<file path="config.mk">
export PLATFORM = sky130hd
export DESIGN_NAME = excl_mon_top
export DESIGN_NICKNAME = d
export VERILOG_FILES = /design/src/rtl/excl_mon_pkg.sv /design/src/rtl/excl_mon_cfg.sv /design/src/rtl/excl_mon_stage.sv /design/src/rtl/excl_mon_top.sv
export SDC_FILE = /design/constraint.sdc
export NUM_CORES = 1
export LEC_CHECK = 0
export ABC_AREA = 1
export BUFFER_PORTS_ARGS = -buffer_cell sky130_fd_sc_hd__buf_2
export CORE_MARGIN = 10
export CORE_UTILIZATION = 54
export DETAILED_ROUTE_END_ITERATION = 8
export PLACE_DENSITY = 0.81
export REMOVE_ABC_BUFFERS = 1
export SYNTH_ARGS = -nofsm -noshare
export SYNTH_HDL_FRONTEND = slang
export SYNTH_SLANG_ARGS = --single-unit
</file>
<file path="constraint.sdc">
create_clock -name clk -period 2.9 [get_ports clk]
set_input_delay 0.58 -clock clk [delete_from_list [all_inputs] [get_ports clk]]
set_output_delay 0.58 -clock clk [all_outputs]
set_load 0.02 [all_outputs]
</file>
<file path="src/rtl/excl_mon_pkg.sv">
package excl_mon_pkg;

  typedef enum logic [2:0] {
    ACC_NONE,
    ACC_PLAIN_RD,
    ACC_PLAIN_WR,
    ACC_EXCL_RD,
    ACC_EXCL_WR
  } acc_kind_e;

  // Sort one access into the kind that drives the reservation decision.
  function automatic acc_kind_e classify(input logic vld, input logic wr, input logic ex);
    if (!vld)
      return ACC_NONE;
    else if (ex)
      return wr ? ACC_EXCL_WR : ACC_EXCL_RD;
    else
      return wr ? ACC_PLAIN_WR : ACC_PLAIN_RD;
  endfunction

endpackage

</file>
<file path="src/rtl/excl_mon_cfg.sv">
module excl_mon_cfg #(
  parameter int                 CFG_AW    = 12,
  parameter int                 CFG_DW    = 32,
  parameter logic [CFG_AW-1:0]  EN_OFFSET = 12'h018
) (
  input  logic              clk,
  input  logic              rst_n,
  input  logic              cfg_wr_en,
  input  logic [CFG_AW-1:0] cfg_wr_addr,
  input  logic [CFG_DW-1:0] cfg_wr_data,
  output logic              mon_en
);

  logic hit_en_reg;

  assign hit_en_reg = cfg_wr_en && (cfg_wr_addr == EN_OFFSET);

  always_ff @(posedge clk or negedge rst_n) begin
    if (!rst_n)
      mon_en <= 1'b0;
    else if (hit_en_reg)
      mon_en <= |cfg_wr_data;
  end

endmodule

</file>
<file path="src/rtl/excl_mon_stage.sv">
module excl_mon_stage
  import excl_mon_pkg::*;
#(
  parameter int N_REQ    = 2,
  parameter int ADDR_W   = 32,
  parameter int GRAN_LSB = 3,
  parameter int ID       = 0
) (
  input  logic                     mon_en,
  input  logic                     acc_valid,
  input  logic [ADDR_W-1:0]        acc_addr,
  input  logic                     acc_write,
  input  logic                     acc_excl,
  input  logic                     acc_err,
  input  logic [N_REQ-1:0]         slot_vld_i,
  input  logic [N_REQ*ADDR_W-1:0]  slot_addr_i,
  output logic [N_REQ-1:0]         slot_vld_o,
  output logic [N_REQ*ADDR_W-1:0]  slot_addr_o,
  output logic                     okay_o,
  output logic                     suppress_o,
  output logic                     evt_set_o,
  output logic                     evt_own_clr_o,
  output logic [N_REQ-1:0]         evt_kill_o
);

  localparam logic [ADDR_W-1:0] GRAN_MASK = {ADDR_W{1'b1}} << GRAN_LSB;

  function automatic logic [ADDR_W-1:0] granule_of(input logic [ADDR_W-1:0] a);
    return a & GRAN_MASK;
  endfunction

  acc_kind_e         kind;
  logic              active;
  logic [ADDR_W-1:0] gran;
  logic [ADDR_W-1:0] own_addr;
  logic              own_hit;
  logic              decision;
  logic              kill_req;

  assign kind     = classify(acc_valid, acc_write, acc_excl);
  assign active   = mon_en && (kind != ACC_NONE);
  assign gran     = granule_of(acc_addr);
  assign own_addr = slot_addr_i[ID*ADDR_W +: ADDR_W];
  assign own_hit  = slot_vld_i[ID] && (own_addr == gran);

  always_comb begin
    decision      = 1'b0;
    evt_set_o     = 1'b0;
    evt_own_clr_o = 1'b0;
    kill_req      = 1'b0;
    if (active) begin
      case (kind)
        ACC_EXCL_RD: begin
          decision  = 1'b1;
          evt_set_o = 1'b1;
        end
        ACC_EXCL_WR: begin
          decision      = own_hit;
          evt_own_clr_o = 1'b1;
          kill_req      = own_hit;
        end
        ACC_PLAIN_WR: kill_req = 1'b1;
        default: ;
      endcase
    end
  end

  // Other requesters whose stored granule equals this write's granule.
  always_comb begin
    evt_kill_o = '0;
    for (int q = 0; q < N_REQ; q++) begin
      if (q != ID && kill_req && slot_addr_i[q*ADDR_W +: ADDR_W] == gran)
        evt_kill_o[q] = 1'b1;
    end
  end

  always_comb begin
    slot_vld_o  = slot_vld_i & ~evt_kill_o;
    slot_addr_o = slot_addr_i;
    if (evt_set_o) begin
      slot_vld_o[ID]                   = 1'b1;
      slot_addr_o[ID*ADDR_W +: ADDR_W] = gran;
    end
    if (evt_own_clr_o)
      slot_vld_o[ID] = 1'b0;
  end

  always_comb begin
    if (!acc_valid)
      okay_o = !mon_en;
    else if (acc_err)
      okay_o = 1'b0;
    else if (!mon_en)
      okay_o = 1'b1;
    else
      okay_o = decision;
  end

  assign suppress_o = active && (kind == ACC_EXCL_WR) && !own_hit;

endmodule

</file>
<file path="src/rtl/excl_mon_top.sv">
module excl_mon_top #(
  parameter int N_REQ    = 2,
  parameter int ADDR_W   = 32,
  parameter int GRAN_LSB = 3,
  parameter int CFG_AW   = 12,
  parameter int CFG_DW   = 32
) (
  input  logic                    clk,
  input  logic                    rst_n,
  input  logic                    cfg_wr_en,
  input  logic [CFG_AW-1:0]       cfg_wr_addr,
  input  logic [CFG_DW-1:0]       cfg_wr_data,
  input  logic [N_REQ-1:0]        acc_valid,
  input  logic [N_REQ*ADDR_W-1:0] acc_addr,
  input  logic [N_REQ-1:0]        acc_write,
  input  logic [N_REQ-1:0]        acc_excl,
  input  logic [N_REQ-1:0]        acc_err,
  output logic [N_REQ-1:0]        excl_okay,
  output logic [N_REQ-1:0]        wr_suppress
);

  localparam int SLOT_BITS = N_REQ * ADDR_W;

  logic                   mon_en;
  logic [N_REQ-1:0]       slot_vld_q;
  logic [SLOT_BITS-1:0]   slot_addr_q;
  logic [N_REQ-1:0]       vld_chain  [0:N_REQ];
  logic [SLOT_BITS-1:0]   addr_chain [0:N_REQ];
  logic [N_REQ-1:0]       evt_set;
  logic [N_REQ-1:0]       evt_own_clr;
  logic [N_REQ*N_REQ-1:0] evt_kill;

  excl_mon_cfg #(
    .CFG_AW   (CFG_AW),
    .CFG_DW   (CFG_DW),
    .EN_OFFSET(CFG_AW'(12'h018))
  ) i_cfg (
    .clk        (clk),
    .rst_n      (rst_n),
    .cfg_wr_en  (cfg_wr_en),
    .cfg_wr_addr(cfg_wr_addr),
    .cfg_wr_data(cfg_wr_data),
    .mon_en     (mon_en)
  );

  assign vld_chain[0]  = slot_vld_q;
  assign addr_chain[0] = slot_addr_q;

  // Lower port index is applied first; each stage sees the previous result.
  for (genvar i = 0; i < N_REQ; i++) begin : g_stage
    excl_mon_stage #(
      .N_REQ   (N_REQ),
      .ADDR_W  (ADDR_W),
      .GRAN_LSB(GRAN_LSB),
      .ID      (i)
    ) i_stage (
      .mon_en       (mon_en),
      .acc_valid    (acc_valid[i]),
      .acc_addr     (acc_addr[i*ADDR_W +: ADDR_W]),
      .acc_write    (acc_write[i]),
      .acc_excl     (acc_excl[i]),
      .acc_err      (acc_err[i]),
      .slot_vld_i   (vld_chain[i]),
      .slot_addr_i  (addr_chain[i]),
      .slot_vld_o   (vld_chain[i+1]),
      .slot_addr_o  (addr_chain[i+1]),
      .okay_o       (excl_okay[i]),
      .suppress_o   (wr_suppress[i]),
      .evt_set_o    (evt_set[i]),
      .evt_own_clr_o(evt_own_clr[i]),
      .evt_kill_o   (evt_kill[i*N_REQ +: N_REQ])
    );
  end

  always_ff @(posedge clk or negedge rst_n) begin
    if (!rst_n) begin
      slot_vld_q  <= '0;
      slot_addr_q <= '0;
    end else begin
      slot_vld_q  <= vld_chain[N_REQ];
      slot_addr_q <= addr_chain[N_REQ];
    end
  end

endmodule

</file>
Yosys cells after proc, flatten, opt, wreduce, memory -nomap -nowiden
Index checks and enable logic that the tools add are counted.
Widths: inputs -> output; s select.
{ "totals": {"output_inout_bits": 4, "input_bits": 119, "reg_bits": 64, "elab_cells": 73} }
{ "classes": {"n_mux": 37, "reduce_logical": 17, "eq_ne": 11, "bitwise_logic": 4} }
{ "ops": {"columns": ["cell", "n"], "rows": [
  ["$eq 32x32->1", 2],
  ["$eq 29x29->1", 2],
  ["$mux 32", 1],
  ["$reduce_or 32->1", 1],
  ["$mux 1", 24],
  ["$mux 3", 6],
  ["$eq 12x5->1 const B", 1],
  ["$eq 3x2->1 const B", 4],
  ["$logic_and 1x1->1", 11],
  ["$pmux 1 s2", 4],
  ["$eq 3x3->1 const B", 2],
  ["$reduce_bool 3->1", 2],
  ["$and 2x2->2", 2],
  ["$mux 2", 2],
  ["$logic_not 1->1", 3],
  ["$not 1->2", 1],
  ["$not 2->2", 1]
]} }

Depth between registers and ports, before layout
Gate-level depths: netlist of run 1.
{ "logic_depth": {"ltp_word": 19, "ltp_mapped": 15, "depth_no_buf": 15} }

Cells and area by module
A second synthesis of run 1 with hierarchy kept.
{ "unflattened": {"cells_unflattened": 753, "area_unflattened_um2": 5225.0} }
{ "modules_own_cells": {"columns": ["module", "instances", "cells_each", "area_per_inst_um2", "seq_area_each_um2"], "rows": [
  ["excl_mon_stage", 2, 310, 1642.8, 0.0],
  ["excl_mon_top", 1, 66, 1651.6, 1651.6],
  ["excl_mon_cfg", 1, 67, 287.8, 25.0]
]} }

Worst setup path before layout of run 1
No wires, ideal clock.
{ "synth_timing": {"path_kind": "in2out", "startpoint": "input acc_write[0]", "endpoint": "output excl_okay[1]", "required_ns": 2.320, "n_path_buf": 2, "arrival_time_ns": 2.056, "cell_stages": 14, "path_slack_ns": 0.264, "cell_sequence": "ha_1 nand2_1 nand3_1 buf_2 nand2_1 inv_1 nand3_1 nor2_1 nand2_1 nand4_1 nand3_1 nand2_1 inv_1 buf_4"} }
{ "synth_between": {"elab_chain_cells": 16, "elab_cells_between_ends": 20, "cone_classes": "eq/ne: 2; mux: 12; bitwise: 2; reduce/logical: 4"} }
{ "synth_lines": {"columns": ["item", "line_no", "source"], "rows": [
  ["start, declared", "excl_mon_top.sv:15", "input logic [N_REQ-1:0] acc_write,"],
  ["$mux 2 / $mux 3 (equally long branches)", "excl_mon_pkg.sv:18, excl_mon_pkg.sv:16", null],
  ["$mux 3 *", "excl_mon_pkg.sv:15", "else if (ex)"],
  ["$mux 3 *", "excl_mon_pkg.sv:13", "if (!vld)"],
  ["$eq 3x2->1 (tied with other cells)", "excl_mon_stage.sv:52", "case (kind)"],
  ["$pmux 1 s2 / $logic_and 1x1->1 (equally long branches)", "excl_mon_stage.sv:52, excl_mon_stage.sv:41", null],
  ["$mux 1 *", "excl_mon_stage.sv:51", "if (active) begin"],
  ["$logic_and 1x1->1 *", "excl_mon_stage.sv:72", "if (q != ID && kill_req && slot_addr_i[q*ADDR_W +: ADDR_W] == gran)"],
  ["$mux 1 *", "excl_mon_stage.sv:72", null],
  ["$not 2->2 *", "excl_mon_stage.sv:78", "slot_vld_o = slot_vld_i & ~evt_kill_o;"],
  ["$and 2x2->2 *", "excl_mon_stage.sv:78", null],
  ["$logic_and 1x1->1 *", "excl_mon_stage.sv:44", "assign own_hit = slot_vld_i[ID] && (own_addr == gran);"],
  ["$pmux 1 s2 *", "excl_mon_stage.sv:52", null],
  ["$mux 1 *", "excl_mon_stage.sv:51", null],
  ["$mux 1 *", "excl_mon_stage.sv:93", "else if (!mon_en)"],
  ["$mux 1 *", "excl_mon_stage.sv:91", "else if (acc_err)"],
  ["$mux 1 *", "excl_mon_stage.sv:89", "if (!acc_valid)"],
  ["end, declared", "excl_mon_top.sv:18", "output logic [N_REQ-1:0] excl_okay,"]
]} }
Mark *: on every way between the ends. The rest lies on a longest branch, timed or not.

Worst setup path after layout of run 1
{ "layout_timing": {"startpoint": "register slot_addr_q[2]", "endpoint": "output excl_okay[1]"} }
{ "layout_between": {"elab_chain_cells": 14} }
{ "layout_lines": {"columns": ["item", "line_no", "source"], "rows": [
  ["start, declared", "excl_mon_top.sv:26", "logic [SLOT_BITS-1:0] slot_addr_q;"],
  ["start signal, assigned", "excl_mon_top.sv:81", "slot_addr_q <= addr_chain[N_REQ];"],
  ["$eq 32x32->1", "excl_mon_stage.sv:44", null],
  ["$logic_and 1x1->1", "excl_mon_stage.sv:44", null],
  ["$pmux 1 s2", "excl_mon_stage.sv:52", null],
  ["$mux 1", "excl_mon_stage.sv:51", null],
  ["$logic_and 1x1->1", "excl_mon_stage.sv:72", null],
  ["$mux 1", "excl_mon_stage.sv:72", null],
  ["$not 2->2", "excl_mon_stage.sv:78", null],
  ["$and 2x2->2", "excl_mon_stage.sv:78", null],
  ["$logic_and 1x1->1", "excl_mon_stage.sv:44", null],
  ["$pmux 1 s2", "excl_mon_stage.sv:52", null],
  ["$mux 1", "excl_mon_stage.sv:51", null],
  ["$mux 1", "excl_mon_stage.sv:93", null],
  ["$mux 1", "excl_mon_stage.sv:91", null],
  ["$mux 1", "excl_mon_stage.sv:89", null]
]} }
Every way passes these cells.

==> results list, run 1 <==
- On the final layout, the worst hold slack is 0.214 ns.
- Worst Path Required: 2.32 ns
- Antenna-violating nets left: 0
* Endpoint of the most critical register-to-register path: slot_vld_q[0]
- Worst-path maximum fanout: 3
* Post-Synthesis Mean Instance Area: 6.30 sq um
- Antenna diode count: 0
* Area enclosed by the die boundary: 13100 sq um
- Setup violations remaining at the end of the flow were counted as 0.
- Sum of overflow across all layers after global routing: 0
* Filler Cell Count: 794
- Post-Route Skew: 0.00817 ns
* Type of the tightest min-delay check: input pin to async pin
- Pin placement for this block handled 123 I/O pins.
* Via count of the routed design: 5508
* Number of clock sinks seen by CTS: 64
* CP most frequent cell: sky130_fd_sc_hd__nand2_1
- Across the VDD grid, the largest voltage drop is 0.229 mV.
- For the final routed database, the setup TNS stands at 0 ns.
- The congestion estimate from routability-driven global placement came to 0.964.
- The library cell used most frequently in the layout, excluding fill and tap cells, is sky130_fd_sc_hd__nand2_1.
- Synth Flop Type: sky130_fd_sc_hd__dfrtp_1
- The worst path needs 2.71 ns of the cycle, external delays included.
* CP Class: register to output port
* Finished Cell Area: 5700 sq um
- Number of buffer cells added on primary ports: 116
- Post-Place Worst Slack: 0.141 ns
* Later-pin clock latency in the skew report: 0.34 ns
* Sort of element at the end of the critical path: output port
- The floorplan step set the die height to 115 um.
- Initial antenna violation count: 0
- Counting flops with a built-in enable in the synthesized netlist gives 0.
- Biggest cell delay along the critical path: 0.39 ns
- At the end of the flow the core is filled with cells to 65.4%.
- Master of the slowest instance on the critical path: sky130_fd_sc_hd__dfrtp_1
- Number of distinct standard cells referenced by the synthesized netlist: 27
* Relative max-transition margin: 61.1%
- Final wirelength: 16500 um
- The mapped netlist covers 4830 sq um.
* Top library cells by usage in the layout, fill and taps aside: sky130_fd_sc_hd__nand2_1, sky130_fd_sc_hd__buf_2, sky130_fd_sc_hd__inv_1
* Clock transition at path regs: 0.07 ns
* Max-cap check violation count: 0
- H-tree depth: 3
- Synth Area in Simple Gates: 41.0%
* Number of cells on the worst reg-to-reg path: 12
* Adder-cell area share of the yosys netlist: 0.518%
- CTS root buffer: sky130_fd_sc_hd__clkbuf_8
* Via count of the first global-routing pass: 5466
* Largest net degree at the start of global routing: 60
* Final number of max-transition violations: 0
- Violation count after the first detailed-route iteration: 495
* Wirelength per Cell: 16.6 um
- Post-Synth XOR/XNOR Area: 7.97%
- Global routing used 25.1% of the available tracks.
* Final cell count without fillers: 992
- For this configuration, the core starts out at a cell density of 55.4%.
* Die Width: 115 um
* Cell Area, Placed: 5520 sq um
- The number of failing hold endpoints at the final stage came to 0.
* Result of the run: finished, final reports clean
- Reg2Reg Setup Slack: 0.64 ns
* Crit share post-route: 93.6%
- Power spread over the standard cell area amounts to 339 nW/um^2.
- The portion of synthesized area spent on multiplexers is 0%.
- After synthesis, the share of flip-flops with an asynchronous set or reset is 100%.
- In this run, placement finished with an instance count of 979.
- Traced cell by cell, the critical path runs through inv_1 -> nand2_1 -> nor2_1 -> nand2_1 -> nor2_1 -> nand2_1 -> nor2_4 -> nand3_1 -> nand2_1 -> nand2_1 -> nand4_1 -> nand3_1 -> nand2_1 -> inv_1 -> buf_2.
- The final layout contains 1003 nets.
- Routed vias/inst: 5.55
- The clock passes through at most 2 buffers.
- Startpoint type of the worst setup path: register
- Once routing completed, OpenROAD measured the worst setup slack at 0.186 ns.
* Dominant combinational cell family by area after synthesis: simple AND/OR/NAND/NOR gates
* Post-route total power: 1.93 mW
* Area fraction in compound gates after synthesis: 6.47%
- After synthesis, flip-flops and latches occupy 33.1% of the total area.
* First-pass GRT wire length: 26500 um
* Yosys warning count: 0
- Least-Margin Pin Slew: 0.584 ns
- Data arrives at the worst endpoint at 2.13 ns.
- For this design the static power due to leakage is 3.15 nW.
- After floorplanning, the core was sized to cover 8720 sq um.
- Gate Count Post-Synth: 768
- In this run the critical register-to-register path is launched from i_cfg.mon_en.
* TritonCTS clock tree: done
- Achievable clock frequency: 368 MHz
- Share of layout cells above drive strength 1: 17.1%
* Number of hold-repair buffers added at the cts stage: 0
* Area delta synth->final: 18.0%
* Count of TritonRoute iterations in the first routing pass: 5
* Placement row count: 34
- Critical path startpoint: slot_addr_q[2]
* Synthesized flop and latch total: 64
* Detailed placement HPWL: 13100 um
- In the routed design, unresolved DRC markers number 0.
- Buffers inserted during clock tree synthesis total 9.
-- cell usage after synthesis, types with 2 or more instances --
library cell	count	area, sq um
sky130_fd_sc_hd__a21oi_1	5	25.0
sky130_fd_sc_hd__buf_1	2	7.51
sky130_fd_sc_hd__buf_2	8	40.0
sky130_fd_sc_hd__buf_4	6	45.0
sky130_fd_sc_hd__clkbuf_1	8	30.0
sky130_fd_sc_hd__dfrtp_1	64	1600
sky130_fd_sc_hd__ha_1	2	25.0
sky130_fd_sc_hd__inv_1	106	398
sky130_fd_sc_hd__inv_2	2	7.51
sky130_fd_sc_hd__nand2_1	284	1070
sky130_fd_sc_hd__nand3_1	62	310
sky130_fd_sc_hd__nand4_1	32	200
sky130_fd_sc_hd__nor2_1	62	233
sky130_fd_sc_hd__nor3_1	10	50.1
sky130_fd_sc_hd__nor4_1	10	62.6
sky130_fd_sc_hd__o211ai_1	2	15.0
sky130_fd_sc_hd__o21ai_0	45	225
sky130_fd_sc_hd__o22ai_1	4	25.0
sky130_fd_sc_hd__or2_2	4	25.0
sky130_fd_sc_hd__xnor2_1	32	280
sky130_fd_sc_hd__xor2_1	12	105
-- layer usage --
metal / global-route usage, % / wire length, um / vias up
met1: 30.8 / 6400 / 2519
met2: 42.1 / 7780 / 308
li1: - / - / 2647
met3: 6.39 / 1880 / 34
met4: 8.10 / 442 / 0
met5: 0 / 0 / -
-- state kept, by name, summed over array words and instances, names as in the netlist --
| register | count |
|---|---|
| slot_vld_q | 2 |
| slot_addr_q | 61 |
| i_cfg.mon_en | 1 |
-- power breakdown --
part           internal (mW)  total [mW]  switching, mW
clock                  0.342       0.684          0.342
combinational          0.134       0.343          0.209
sequential             0.899       0.906        0.00695
total                   1.37        1.93          0.558
-- repair_timing --
item | 4_1_cts | 5_1_grt
gates resized for setup | 0 | 5
endpoints found under the setup margin | 0 | 1
setup buffers | 0 | 0
-- worst max-delay path by stage --
| stage | to | slack, ns | cells after the start |
|---|---|---|---|
| after floorplan | excl_okay[1] | 0.07 | 12 |
| after global placement | excl_okay[1] | 0.16 | 14 |
| after detailed placement | excl_okay[1] | 0.14 | 14 |
| after CTS | excl_okay[1] | 0.11 | 15 |
| after global routing | excl_okay[1] | -0.0008 | 15 |
| final | excl_okay[1] | 0.19 | 15 |
-- final cells by class --
class,count,area [sq um],area share [%]
clock buffers,12,155,2.72
clock inverters,1,5.00,0.0878
inverters,108,405,7.11
multi-input cells,572,2730,47.8
flip-flops and latches,64,1600,28.1
well taps,108,135,2.37
repair buffers,127,676,11.8
-- critical path: cells and delay by family (launching register included) --
| kind | cells | cell delay [ns] |
|---|---|---|
| flip-flops | 1 | 0.39 |
| AND/OR/NAND/NOR | 12 | 1.16 |
| buffers and inverters | 3 | 0.24 |
-- cells by family after synthesis --
group / count (synthesis)
buffers and inverters: 132
DFF: 64
xor gates and xnor gates: 44
and+or+nand+nor: 467
adders and majority gates: 2
AOI/OAI and AO/OA: 59
No activity file was read; power rests on OpenSTA's default activity.
==> run 2: changes to the inputs <==
--- a/config.mk
+++ b/config.mk
@@ -5,10 +5,9 @@
 export SDC_FILE = /design/constraint.sdc
 export NUM_CORES = 1
 export LEC_CHECK = 0
-export ABC_AREA = 1
 export BUFFER_PORTS_ARGS = -buffer_cell sky130_fd_sc_hd__buf_2
 export CORE_MARGIN = 10
-export CORE_UTILIZATION = 54
+export CORE_UTILIZATION = 53
 export DETAILED_ROUTE_END_ITERATION = 8
 export PLACE_DENSITY = 0.81
 export REMOVE_ABC_BUFFERS = 1
==> run 2 against run 1 <==
The flow now finishes with violations (negative setup slack). Critical path depth is 6 lower. Worst setup slack worse by 0.52 ns. Area after synthesis is 11% lower. Combinational power grew to 3.1 times the previous value. Hold slack better by 0.12 ns. Final cell count is 27% lower. Non-clock buffer count is 44 higher. Global-route usage is 2.3 points lower. Synthesized cell count is 41% lower. Routed wire length is 15% lower. Largest power group unchanged.
==> results list, run 2 <==
- Result of the run: finished with violations
* Violated checks: negative setup slack
- The number of optimization iterations in the first detailed-route pass is 5 (unchanged).
- The final max-slew violation count was 0 (unchanged).
- Number of nets in the finished design: 739 (-26%)
- Total of endpoints with negative setup slack in the final report: 3 (+3)
- TritonCTS built the clock tree.
* Critical path data arrival time: 2.66 ns (+0.53 ns)
* Post-route minimum period: 3.24 ns (+0.523 ns)
- The clock latency of the later-clocked register in the worst-skew pair came to 0.35 ns (about the same).
- The average routed wire per standard cell is 19.4 um (+17%).
- Endpoint of the most critical register-to-register path: slot_vld_q[0]
- The commonest cells after synthesis are sky130_fd_sc_hd__xor2_1, sky130_fd_sc_hd__dfrtp_1, sky130_fd_sc_hd__nand2_1, sky130_fd_sc_hd__mux2_2, sky130_fd_sc_hd__xnor2_1.
* Async SR Flop Fraction: 100% (unchanged)
- Sum of overflow across all layers after global routing: 0 (unchanged)
- The mean instance size in the synthesized netlist was 9.57 sq um (+52%).
- The critical path is of the register to output port type.
- Detailed placement HPWL: 11200 um (-14%)
* Register with the most flip-flops: slot_addr_q
- Tracing the worst setup path back leads to its startpoint at slot_addr_q[60].
- Area delta synth->final: 31.5%
- STA classifies the critical path startpoint as a register.
- The final cycle utilization of the critical path came to 112% (+18 points).
- The startpoint identified for the worst register-to-register timing path is slot_addr_q[60].
* Post-Route Skew: 0.00367 ns (-0.00450 ns)
- The min-delay analysis places its worst path in the category input pin to async pin.
- Top library cells by usage in the layout, fill and taps aside: sky130_fd_sc_hd__buf_2, sky130_fd_sc_hd__xor2_1, sky130_fd_sc_hd__dfrtp_1
- First-pass GRT wire length: 21600 um (-18%)
- Via count of the routed design: 4114 (-25%)
- The DRC marker count from the first detailed-route iteration was 337 (-32%).
- The number of failing hold endpoints at the final stage came to 0 (unchanged).
- The initial antenna violation count is 0 (unchanged).
- The number of library cell types mapped by synthesis is 47 (+74%).
* H-tree depth: 3 (unchanged)
- The required time at the worst-slack endpoint was 2.32 ns (about the same).
- The number of flip-flops under the largest register name came to 61 (unchanged).
* Synth area leader: sky130_fd_sc_hd__dfrtp_1
- The largest fanout of any net on the critical path was 2 (-1).
* Number of clock sinks seen by CTS: 64 (unchanged)
* Share of the synthesized area in the top cell type: 37.2% (+4.1 points)
- The fraction of the yosys area taken by sequential cells is 37.2% (+4.1 points).
* Antenna-violating nets left: 0 (unchanged)
* Top area cells in the synthesized netlist: sky130_fd_sc_hd__dfrtp_1, sky130_fd_sc_hd__xor2_1, sky130_fd_sc_hd__mux2_2, sky130_fd_sc_hd__xnor2_1, sky130_fd_sc_hd__nand2_1
* Cell Area, Placed: 5340 sq um (-3.3%)
- The highest cell delay on the worst timing path was 0.46 ns (+0.07 ns).
* Placement row count: 32 (-5.9%)
* Maximum clock insertion buffer count: 2 (unchanged)
* Final wirelength: 14100 um (-15%)
* Number of enable-type register cells in the synthesized netlist: 0 (unchanged)
- Critical Path, Cell by Cell: xor2_1 -> nor4_1 -> buf_4 -> nand4_1 -> or4_4 -> o2111ai_2 -> nor2_1 -> o31a_1 -> buf_2
- Largest regs: slot_addr_q (61), slot_vld_q (2), i_cfg.mon_en (1)
* Gate Count Post-Synth: 450 (-41%)
- The standby leakage power is 2.72 nW (-13%).
- Max-cap check violation count: 0 (unchanged)
- Post-route worst setup slack: -0.337 ns (-0.523 ns)
- Share of layout cells above drive strength 1: 38.8% (+22 points)
- Final core utilization: 72.6% (+7.2 points)
* Number of buffer cells added on primary ports: 116 (unchanged)
* Die Width: 110 um (-3.9%)
- Among all flip-flop cells after synthesis, the most frequent one is sky130_fd_sc_hd__dfrtp_1.
* Placer Congestion: 0.966 (+0.19%)
- The area enclosed by the die boundary is 12100 sq um (-7.6%).
- Number of cells on the worst reg-to-reg path: 9 (-3)
* Core Box Area: 7810 sq um (-10%)
- Worst IR Drop VDD: 0.393 mV (+72%)
* Top-Level Pins: 123 (unchanged)
* Achievable clock frequency: 309 MHz (-16%)
* Starting density of the core: 55.2% (-0.26 points)
* Number of buffer and inverter stages on the critical path: 2 (-1)
- CTS root buffer: sky130_fd_sc_hd__clkbuf_8
* Yosys warning count: 0 (unchanged)
- Setup repair after global routing could not meet its margin everywhere.
- The post-synthesis cell area is 4310 sq um (-11%).
* Logic depth of the worst setup path including buffers: 9 (-6)
- Number of buffers created by CTS: 9 (unchanged)
- Remaining design rule violation count: 0 (unchanged)
- Reg2Reg Setup Slack: 0.63 ns (about the same)
- Clock transition at path regs: 0.07 ns (about the same)
* Family with the most delay on the worst path: simple AND/OR/NAND/NOR gates
- The final non-filler cell area was 5670 sq um (-0.66%).
- The number of global-route vias before repair came to 4317 (-21%).
* Least-Margin Pin Slew: 0.858 ns (+0.274 ns)
- The power per cell area is 545 nW/um^2 (+61%).
* Sort of element at the end of the critical path: output port
- Relative max-transition margin: 42.8% (-18 points)
- Antenna diode count: 0 (unchanged)
- The library cell used most frequently in the layout, excluding fill and tap cells, is sky130_fd_sc_hd__buf_2.
- The final sum of negative setup slack came to -0.532 ns (-0.532 ns).
* Synthesized flop and latch total: 64 (unchanged)
* Largest net degree at the start of global routing: 38 (-37%)
- The height of the chip is 110 um (-3.9%).
- The most common cell in the synthesized netlist is sky130_fd_sc_hd__xor2_1.
* Routed vias/inst: 5.67 (+2.2%)
- The total track usage is 22.8% (-2.3 points).
* Master of the slowest instance on the critical path: sky130_fd_sc_hd__or4_4
## run 2: metal layers
layer	vias to the layer above	global-route usage, %	routed length (um)
li1	1911	-	-
met1	1988	28.3	5540
met2	177	38.3	7130
met3	38	3.25	891
met4	0	11.0	506
met5	-	0	0
## run 2: stage by stage
stage               std cells  hold slack, ns  power, mW  setup slack (ns)
floorplan                 436           0.284       1.91            -0.418
global placement          703           0.491       2.29            -0.328
detailed placement        703           0.492       2.35            -0.315
CTS                       725           0.361       3.06            -0.294
global route              725           0.399       3.24            -0.409
finish                    725           0.334       3.09            -0.337
## run 2: kinds of logic (layout without fill, tap and decap cells)
kind of cell             count (synthesis)  count (layout)  share of synthesized area, %
AO/OA/AOI/OAI                           44              44                          7.46
adder cells (fa/ha/maj)                  2               2                         0.581
flip-flops                              64              64                          37.2
AND/OR/NAND/NOR                        148             148                          17.8
XOR/XNOR                               112             112                          22.8
buffers and inverters                   41             214                          4.04
multiplexers                            39              39                          10.2
## run 2: final cells by class
type | count | area [sq um]
flip-flops and latches | 64 | 1600
clock inverters | 4 | 20.0
well taps | 102 | 128
clock buffers | 12 | 145
multi-input cells | 345 | 2640
repair buffers | 171 | 1030
inverters | 27 | 101
fillers | 543 | 2140
## run 2: repair_timing
item / in CTS / in global routing
setup buffers: 6 / 1
resized for setup: 13 / 8
setup endpoints to repair: 3 / 3
hold buffers: 0 / 0
pin swaps: 14 / 9
cloned: 0 / 0
## run 2: power by group
group	internal [mW]	leakage, nW	switching (mW)
clock	0.328	0.0899	0.355
sequential	1.10	0.776	0.218
combinational	0.554	1.86	0.531
## run 2: worst max-delay path by stage
stage	endpoint	slack [ns]
finish	excl_okay[1]	-0.34
detailed placement	excl_okay[1]	-0.32
global route	excl_okay[1]	-0.41
CTS	excl_okay[1]	-0.29
global placement	excl_okay[1]	-0.33
floorplan	slot_vld_q[0]	-0.42
